## src/rtl/wdog_timer.sv

```systemverilog
module wdog_timer #(
  parameter int ADDR_W = 4,
  parameter int DATA_W = 32,
  parameter int CNT_W = 16,
  parameter int PS_W = 8,
  parameter int RST_CYCLES = 128,
  parameter logic [15:0] RELOAD_INIT = 16'h8000
) (
  input  logic              clk,
  input  logic              rst_n,
  input  logic              reg_we,
  input  logic [ADDR_W-1:0] reg_addr,
  input  logic [DATA_W-1:0] reg_wdata,
  output logic [DATA_W-1:0] reg_rdata,
  output logic              irq,
  output logic              sys_reset
);
  localparam logic [ADDR_W-1:0] OFF_CTRL   = ADDR_W'(0);
  localparam logic [ADDR_W-1:0] OFF_RELOAD = ADDR_W'(4);
  localparam logic [ADDR_W-1:0] OFF_COUNT  = ADDR_W'(8);
  localparam int DIV_W = 7;
  localparam int RST_W = $clog2(RST_CYCLES + 1);

  logic             c_rst_en, c_irq_en, c_run;
  logic [1:0]       c_div;
  logic [PS_W-1:0]  c_presc;
  logic [CNT_W-1:0] reload_q, cnt_q;
  logic [PS_W-1:0]  ps_cnt;
  logic [DIV_W-1:0] dv_cnt, div_last;
  logic [RST_W-1:0] rst_cnt;

  wire wr_ctrl   = reg_we && reg_addr == OFF_CTRL;
  wire wr_reload = reg_we && reg_addr == OFF_RELOAD;
  wire wr_cnt    = reg_we && reg_addr == OFF_COUNT;

  assign div_last = DIV_W'((8'd16 << c_div) - 8'd1);
  wire ps_hit = ps_cnt == c_presc;
  wire dv_hit = dv_cnt == div_last;
  wire tick   = c_run && ps_hit && dv_hit;
  wire expire = tick && cnt_q == '0 && !wr_cnt;

  always_ff @(posedge clk or negedge rst_n) begin
    if (!rst_n) begin
      c_rst_en <= 1'b0;
      c_irq_en <= 1'b0;
      c_run    <= 1'b0;
      c_div    <= '0;
      c_presc  <= '0;
      reload_q <= CNT_W'(RELOAD_INIT);
    end else begin
      if (wr_ctrl) begin
        c_rst_en <= reg_wdata[0];
        c_irq_en <= reg_wdata[2];
        c_div    <= reg_wdata[4:3];
        c_run    <= reg_wdata[5];
        c_presc  <= reg_wdata[8 +: PS_W];
      end
      if (wr_reload) reload_q <= reg_wdata[CNT_W-1:0];
    end
  end

  always_ff @(posedge clk or negedge rst_n) begin
    if (!rst_n) begin
      ps_cnt <= '0;
      dv_cnt <= '0;
    end else if (!c_run) begin
      ps_cnt <= '0;
      dv_cnt <= '0;
    end else if (ps_hit) begin
      ps_cnt <= '0;
      dv_cnt <= dv_hit ? '0 : dv_cnt + 1'b1;
    end else begin
      ps_cnt <= ps_cnt + 1'b1;
    end
  end

  always_ff @(posedge clk or negedge rst_n) begin
    if (!rst_n)      cnt_q <= CNT_W'(RELOAD_INIT);
    else if (wr_cnt) cnt_q <= reg_wdata[CNT_W-1:0];
    else if (tick)   cnt_q <= (cnt_q == '0) ? reload_q : cnt_q - 1'b1;
  end

  always_ff @(posedge clk or negedge rst_n) begin
    if (!rst_n) begin
      irq     <= 1'b0;
      rst_cnt <= '0;
    end else begin
      irq <= expire && c_irq_en;
      if (expire && c_rst_en) rst_cnt <= RST_W'(RST_CYCLES);
      else if (rst_cnt != '0) rst_cnt <= rst_cnt - 1'b1;
    end
  end

  assign sys_reset = rst_cnt != '0;

  always_comb begin
    reg_rdata = '0;
    case (reg_addr)
      OFF_CTRL: begin
        reg_rdata[0]           = c_rst_en;
        reg_rdata[2]           = c_irq_en;
        reg_rdata[4:3]         = c_div;
        reg_rdata[5]           = c_run;
        reg_rdata[8 +: PS_W]   = c_presc;
      end
      OFF_RELOAD: reg_rdata[CNT_W-1:0] = reload_q;
      OFF_COUNT:  reg_rdata[CNT_W-1:0] = cnt_q;
      default:    reg_rdata = '0;
    endcase
  end

  a_r6_irq_single: assert property (@(posedge clk) disable iff (!rst_n)
    irq |=> !irq);
  a_r6_irq_needs_enable: assert property (@(posedge clk) disable iff (!rst_n)
    $rose(irq) |-> $past(c_irq_en));
  a_r7_reset_needs_enable: assert property (@(posedge clk) disable iff (!rst_n)
    $rose(sys_reset) |-> $past(c_rst_en));
  a_r9_refresh_loads: assert property (@(posedge clk) disable iff (!rst_n)
    wr_cnt |=> cnt_q == $past(reg_wdata[CNT_W-1:0]));
  a_r10_stopped_holds: assert property (@(posedge clk) disable iff (!rst_n)
    (!c_run && !wr_cnt) |=> $stable(cnt_q));
endmodule

```

## config.mk

```make
export PLATFORM = sky130hd
export DESIGN_NAME = wdog_timer
export DESIGN_NICKNAME = d
export VERILOG_FILES = /design/src/rtl/wdog_timer.sv
export SDC_FILE = /design/constraint.sdc
export NUM_CORES = 1
export LEC_CHECK = 0
export CORE_MARGIN = 3
export CORE_UTILIZATION = 60
export DETAILED_ROUTE_END_ITERATION = 6
export DONT_BUFFER_PORTS = 1
export GPL_TIMING_DRIVEN = 0
export PLACE_DENSITY_LB_ADDON = 0.12
export SETUP_SLACK_MARGIN = 0.02
export SYNTH_ARGS = -nofsm -noshare
export SYNTH_HDL_FRONTEND = slang
export SYNTH_SLANG_ARGS = --single-unit
```

## constraint.sdc

```tcl
create_clock -name clk -period 4.3 [get_ports clk]
set_input_delay 0.215 -clock clk [delete_from_list [all_inputs] [get_ports clk]]
set_output_delay 0.215 -clock clk [all_outputs]
set_load 0.005 [all_outputs]
```

==> summary.md, run 1 <==
| Metric | Value |
|---|---|
| HPWL Detailed | 6530 um |
| Clock sinks | 69 |
| Clock Latency Late Sink | 350 ps |
| Maximum VDD drop | 289 uV |
| Status | completed |
| Count of different cell masters after synthesis | 58 |
| Vias in the first global route | 3088 |
| Commonest cells after routing, fill and taps aside | dfrtp_1 (67), nor2_1 (52), nand2_1 (44) |
| P_sw | 0.000503 W |
| Antenna diodes | 0 |
| Logic pwr share | 17.7% |
| Synth Instances | 409 |
| Initial antenna violation count | 0 |
| Tightest Hold Check Type | input port to flip-flop |
| EDFF count, synth | 0 |
| DRC viols | 0 |
| Synth warn | 0 |
| CTS tree | done |
| Finish-stage setup viols | 0 |
| Die width | 88.1 um |
| Unrepaired setup endpoints after global routing | no |
| Area occupied by multi-input gates | 2140 um^2 |
| Top FF cell, synth | dfrtp_1 |
| Synth area leaders | dfrtp_1 (41%), mux2_2 (8.3%), nor2_1 (4.8%) |
| Full die area | 7770 um^2 |
| Syn avg cell area | 9.90 um^2 |
| Lkg Pwr | 1.96 nW |
| Share of cells above drive strength 1 | 19.4% |
| Die Y | 88.1 um |
| GRT overflow | 0 |
| Core area | 6460 um^2 |
| Commonest non-fill, non-tap cell in the layout | dfrtp_1 |
| Sequential area share after synthesis | 42.7% |
| Mapped Area | 4050 um^2 |
| Critical path launch point type | flip-flop |
| Via count | 3164 |
| Final Max Tran Viols | 0 |
| Post-cts sizing count | 0 |
| CP Data Required Time | 4090 ps |
| Max-slew headroom | 46.2% |
| Post-DR vias/cell | 6.07 |
| #FFs+latches synth | 69 |
| Wirelength per Cell | 18.2 um |
| Initial Util | 62.7% |
| Post-DRT Antenna Nets | 0 |
| Critical Setup Path Class | flip-flop to output port |
| Yosys top cell by area | dfrtp_1 |
| Post-CTS setup buffers | 0 |
| DRT Pass-1 Iters | 5 |
| Largest net degree at the start of global routing | 70 |
| Reg power frac | 51.6% |
| DRT iter0 DRCs | 210 |
| Crit. End Element | output port |
| Final GP Congestion | 0.892 |
| Skew final | 9.69 ps |
| Clock share of power | 30.7% |
| Clk buf depth | 2 |
| Num CTS Buffers | 9 |
| Row count | 29 |
| Worst path arrival time | 2190 ps |
| Slowest CP cell | dfrtp_1 |
| Post-placement cell count | 501 |
| Fin. Hold Viols | 0 |
| Layout area overhead | 9.83% |
| Sw Share | 29.6% |
| Tmin final | 2400 ps |
| H-tree depth | 3 |
| I/O Buffers | 0 |
| Final wirelength | 9480 um |
| Setup_tns | 0 ps |
| Fin nets | 483 |
| First-pass GRT wire length | 15200 um |
| Slowest cell delay on critical path | 420 ps |
| Asr flop ratio synth | 100% |
| Filler instances | 547 |
| Slew at the pin closest to its max-slew limit | 800 ps |
| Max Cap Viol | 0 |
| FF/Latch Area | 1730 um^2 |
| CP Max Fanout | 5 |
| Fin crit share | 55.9% |
| Cell Int Power | 0.00120 W |
| FMAX | 416 MHz |
| Cts hold-fix bufs | 4 |
| All-Layer GR Usage | 25.8% |
| P per Cell Area | 382 nW/um^2 |
| Finished Layout Cells | 521 |
| # IOs | 73 |
| Post-synth top area share | 41.4% |
| Clock transition at path regs | 70 ps |
| Crit path cell chain | inv_1 -> ha_1 -> or3b_1 -> or3_1 -> nor3_4 -> inv_2 |
| Root Buffer | clkbuf_8 |
==> cell families (layout without fill, tap and decap cells) <==
group	after synthesis	count (layout)	share of synthesized area, %
muxes	33	33	9.09
and+or+nand+nor	155	155	21.4
DFF	69	69	42.7
adders and majority gates	5	5	1.55
xor gates and xnor gates	33	33	7.14
AOI/OAI and AO/OA	72	72	12.3
other	1	16	0.0926
buffers and inverters	41	61	5.75
==> routing by layer <==
layer / track usage (%) / vias to the layer above / wire [um]
li1: - / 1481 / -
met1: 35.1 / 1564 / 4080
met2: 41.1 / 105 / 4590
met3: 5.08 / 14 / 617
met4: 9.62 / 0 / 192
met5: 0 / - / 0
==> final cells by class <==
cell class / instances / share of cell area, %
Clock buffer: 14 / 3.43
Buffer: 33 / 4.56
Inverter: 8 / 0.675
Multi-Input combinational cell: 314 / 48.2
Clock inverter: 2 / 0.788
Tap cell: 77 / 2.17
Sequential cell: 69 / 38.9
Timing Repair Buffer: 4 / 1.29
==> power by group through the flow <==
| stage | clock network, W | logic [W] | registers (W) |
|---|---|---|---|
| after global routing | 0.000560 | 0.000338 | 0.000891 |
| final | 0.000523 | 0.000301 | 0.000877 |
| after CTS | 0.000530 | 0.000303 | 0.000875 |
| after detailed placement | 0 | 0.000282 | 0.000887 |
| after floorplan | 0 | 0.000244 | 0.000851 |
| after global placement | 0 | 0.000274 | 0.000883 |
==> Yosys cell counts (all sizes together) (6+ instances only) <==
master   n
clkbuf   9
nand4    6
mux2    30
nor2    52
o21ai    6
xor2    16
nor3     7
inv      8
a211o   12
nand3   11
a31oi    6
nand2   45
a21oi   19
nor4     6
dfrtp   67
a22oi   13
buf     24
xnor2   17
==> per-stage QoR <==
stage          setup slack (ps)  instance area (um^2)  utilization [%]  hold WS [ps]  total power [W]
3_3_place_gp               2020                  4200             65.1         -79.1          0.00116
4_1_cts                    1880                  4450             68.8          3.51          0.00171
3_5_place_dp               2010                  4200             65.1         -79.1          0.00117
5_1_grt                    1780                  4450             68.8          3.04          0.00179
6_report                   1900                  4450             68.8          11.5          0.00170
2_1_floorplan              2200                  4110                -         -80.6          0.00109
==> worst max-delay path, delay by kind of cell (launching register included) <==
family	cells	cell delay [ps]
buffers and inverters	2	210
and+or+nand+nor	3	1030
adders and majority gates	1	180
DFF	1	420
==> worst paths after layout <==
kind / startpoint / endpoint / slack [ps] / cells after the start
setup / recovery: rst_cnt[0] / sys_reset / 1900 / 6
hold / removal: reg_wdata[10] / c_presc[2] / 10 / 1
setup reg to reg: cnt_q[0] / cnt_q[12] / 1980 / 8
hold reg to reg: dv_cnt[0] / dv_cnt[0] / 500 / 1
max in group asynchronous: rst_n / reload_q[15] / 3560 / 2
min in group asynchronous: rst_n / rst_cnt[0] / 410 / 2
==> state kept, by name, indices dropped and copies added (netlist names) <==
register and cells:
cnt_q 16, reload_q 16, c_presc 8, ps_cnt 8, rst_cnt 8, dv_cnt 7
c_div 2, c_irq_en 1, c_rst_en 1, c_run 1, irq 1
(Power assumes the default switching activity.)
==> run 2, diff against run 1 <==
- clock period: 4.3 -> 2.4 ns (I/O delays scaled with it)
==> run 2 against run 1 <==
Net effect: critical path depth stayed put; cell area increased by 4.1%; routed wire length is 4.2% higher; flip-flop and latch count unchanged; worst setup slack got worse by 1800 ps; non-clock buffer count rose by 18; die area unchanged; clock-buffer cell count is the same; via count grew 2.8%; register-to-register slack got worse by 1900 ps; largest power group unchanged; highest routed layer unchanged.
==> summary.md, run 2 (same netlist as run 1, synthesis figures left out) <==
| Metric | Value |
|---|---|
| Worst setup margin | 92.0 ps |
| GRT overflow | 0 |
| Die width | 88.1 um |
| Final GP Congestion | 0.892 |
| Clock transition at path regs | 70 ps |
| Lkg Pwr | 2.05 nW |
| Tmin final | 2310 ps |
| Max-slew headroom | 45.5% |
| DRT iter0 DRCs | 172 |
| Initial antenna violation count | 0 |
| Post-DRT Antenna Nets | 0 |
| # IOs | 73 |
| Full die area | 7770 um^2 |
| WHS Path Cells | 3 |
| Via count | 3254 |
| Layout area overhead | 14.3% |
| Clock share of power | 30.5% |
| Sw Share | 29.9% |
| Biggest regs | cnt_q (16), reload_q (16) |
| Hold path start | reg_we |
| HPWL Detailed | 6530 um |
| Root Buffer | clkbuf_8 |
| P per Cell Area | 666 nW/um^2 |
| CTS tree | done |
| Final wirelength | 9870 um |
| P_sw | 0.000923 W |
| Status | completed |
| Share of cells above drive strength 1 | 20.1% |
| Commonest non-fill, non-tap cell in the layout | dfrtp_1 |
| Worst R2R Path Depth | 9 |
| Metal-1 WL | 4210 um |
| CP Max Fanout | 5 |
| Wirelength per Cell | 18.3 um |
| Max Cap Viol | 0 |
| Met3 Wirelength | 660 um |
| Crit. End Element | output port |
| Fin nets | 501 |
| Num CTS Buffers | 9 |
| Post-placement cell count | 501 |
| Setup WS pre-CTS | 105 ps |
| Antenna diodes | 0 |
| CP Data Required Time | 2280 ps |
| Top Layer Used | met4 |
| Tightest Hold Check Type | input port to flip-flop |
| Maximum VDD drop | 518 uV |
| Largest net degree at the start of global routing | 70 |
| Commonest cells after routing, fill and taps aside | dfrtp_1 (67), nor2_1 (52), nand2_1 (44) |
| First-pass GRT wire length | 15600 um |
| Finished Layout Cells | 539 |
| Finish-stage setup viols | 0 |
| Critical path launch point type | flip-flop |
| Initial Util | 62.7% |
| Logic pwr share | 18.5% |
| Routed length on met2 | 4830 um |
| DRC viols | 0 |
| Final Max Tran Viols | 0 |
| Die Y | 88.1 um |
| Core area | 6460 um^2 |
| Fin crit share | 96.2% |
| FMAX | 433 MHz |
| Worst setup path startpoint | rst_cnt[0] |
| Post-DR vias/cell | 6.04 |
| Critical Setup Path Class | flip-flop to output port |
| Row count | 29 |
| Slew at the pin closest to its max-slew limit | 810 ps |
| R2r startpoint | rst_cnt[0] |
| Clock sinks | 69 |
| H-tree depth | 3 |
| Vias in the first global route | 3181 |
| Reg power frac | 51.0% |
| Cell Int Power | 0.00216 W |
| I/O Buffers | 0 |
| DRT Pass-1 Iters | 5 |
| Fin. Hold Viols | 0 |
| Clock Latency Late Sink | 350 ps |
| All-Layer GR Usage | 26.6% |
| Worst path arrival time | 2190 ps |
| Skew final | 9.14 ps |
| Clk buf depth | 2 |
-- run 2: final cells by class --
cell class / count / area, um^2
multi-input cells: 314 / 2150
fillers: 512 / 1830
flip-flops and latches: 69 / 1730
repair buffers: 22 / 228
plain buffers: 33 / 204
clock buffers: 14 / 153
well taps: 77 / 96.3
clock inverters: 2 / 35.0
inverters: 8 / 30.0
-- run 2: repair_timing --
item,4_1_cts,5_1_grt
setup endpoints to repair,0,15
setup buffers,0,4
hold buffers,18,0
hold endpoints to repair,114,0
resized for setup,0,4
-- run 2: per-stage QoR --
stage	total power [W]	hold slack, ps	TNS [ps]	utilization (%)	cell area (um^2)
floorplan	0.00196	-176	0	-	4110
detailed placement	0.00209	-174	0	65.1	4200
global placement	0.00207	-174	0	65.1	4200
global route	0.00324	101	-22.3	71.7	4630
finish	0.00309	73.5	0	71.7	4630
CTS	0.00308	54.0	0	71.0	4590
-- run 2: final timing paths --
check                      slack [ps]            to
min in group asynchronous         330    rst_cnt[5]
hold reg to reg                   500     dv_cnt[0]
setup / recovery                   90     sys_reset
setup reg to reg                  100    rst_cnt[7]
hold / removal                     70      cnt_q[0]
max in group asynchronous        1750  reload_q[15]
-- run 2: metal layers --
layer  global-route usage (%)  up-vias
li1                         -     1514
met1                     35.8     1594
met2                     43.2      132
met3                     4.70       14
met4                     9.75        0
met5                        0        -
-- run 2: power by group through the flow --
stage / Sequential [W] / Combinational, W / Clock (W)
2_1_floorplan: 0.00152 / 0.000437 / 0
3_3_place_gp: 0.00158 / 0.000491 / 0
3_5_place_dp: 0.00159 / 0.000505 / 0
4_1_cts: 0.00157 / 0.000567 / 0.000950
5_1_grt: 0.00160 / 0.000638 / 0.00101
6_report: 0.00157 / 0.000570 / 0.000942
-- run 2: worst max-delay path, stage by stage (launching register included) --
cell,delay [ps]
dfrtp_1,410
inv_1,100
ha_1,180
or3b_1,400
or3_4,380
nor3_4,270
inv_2,110
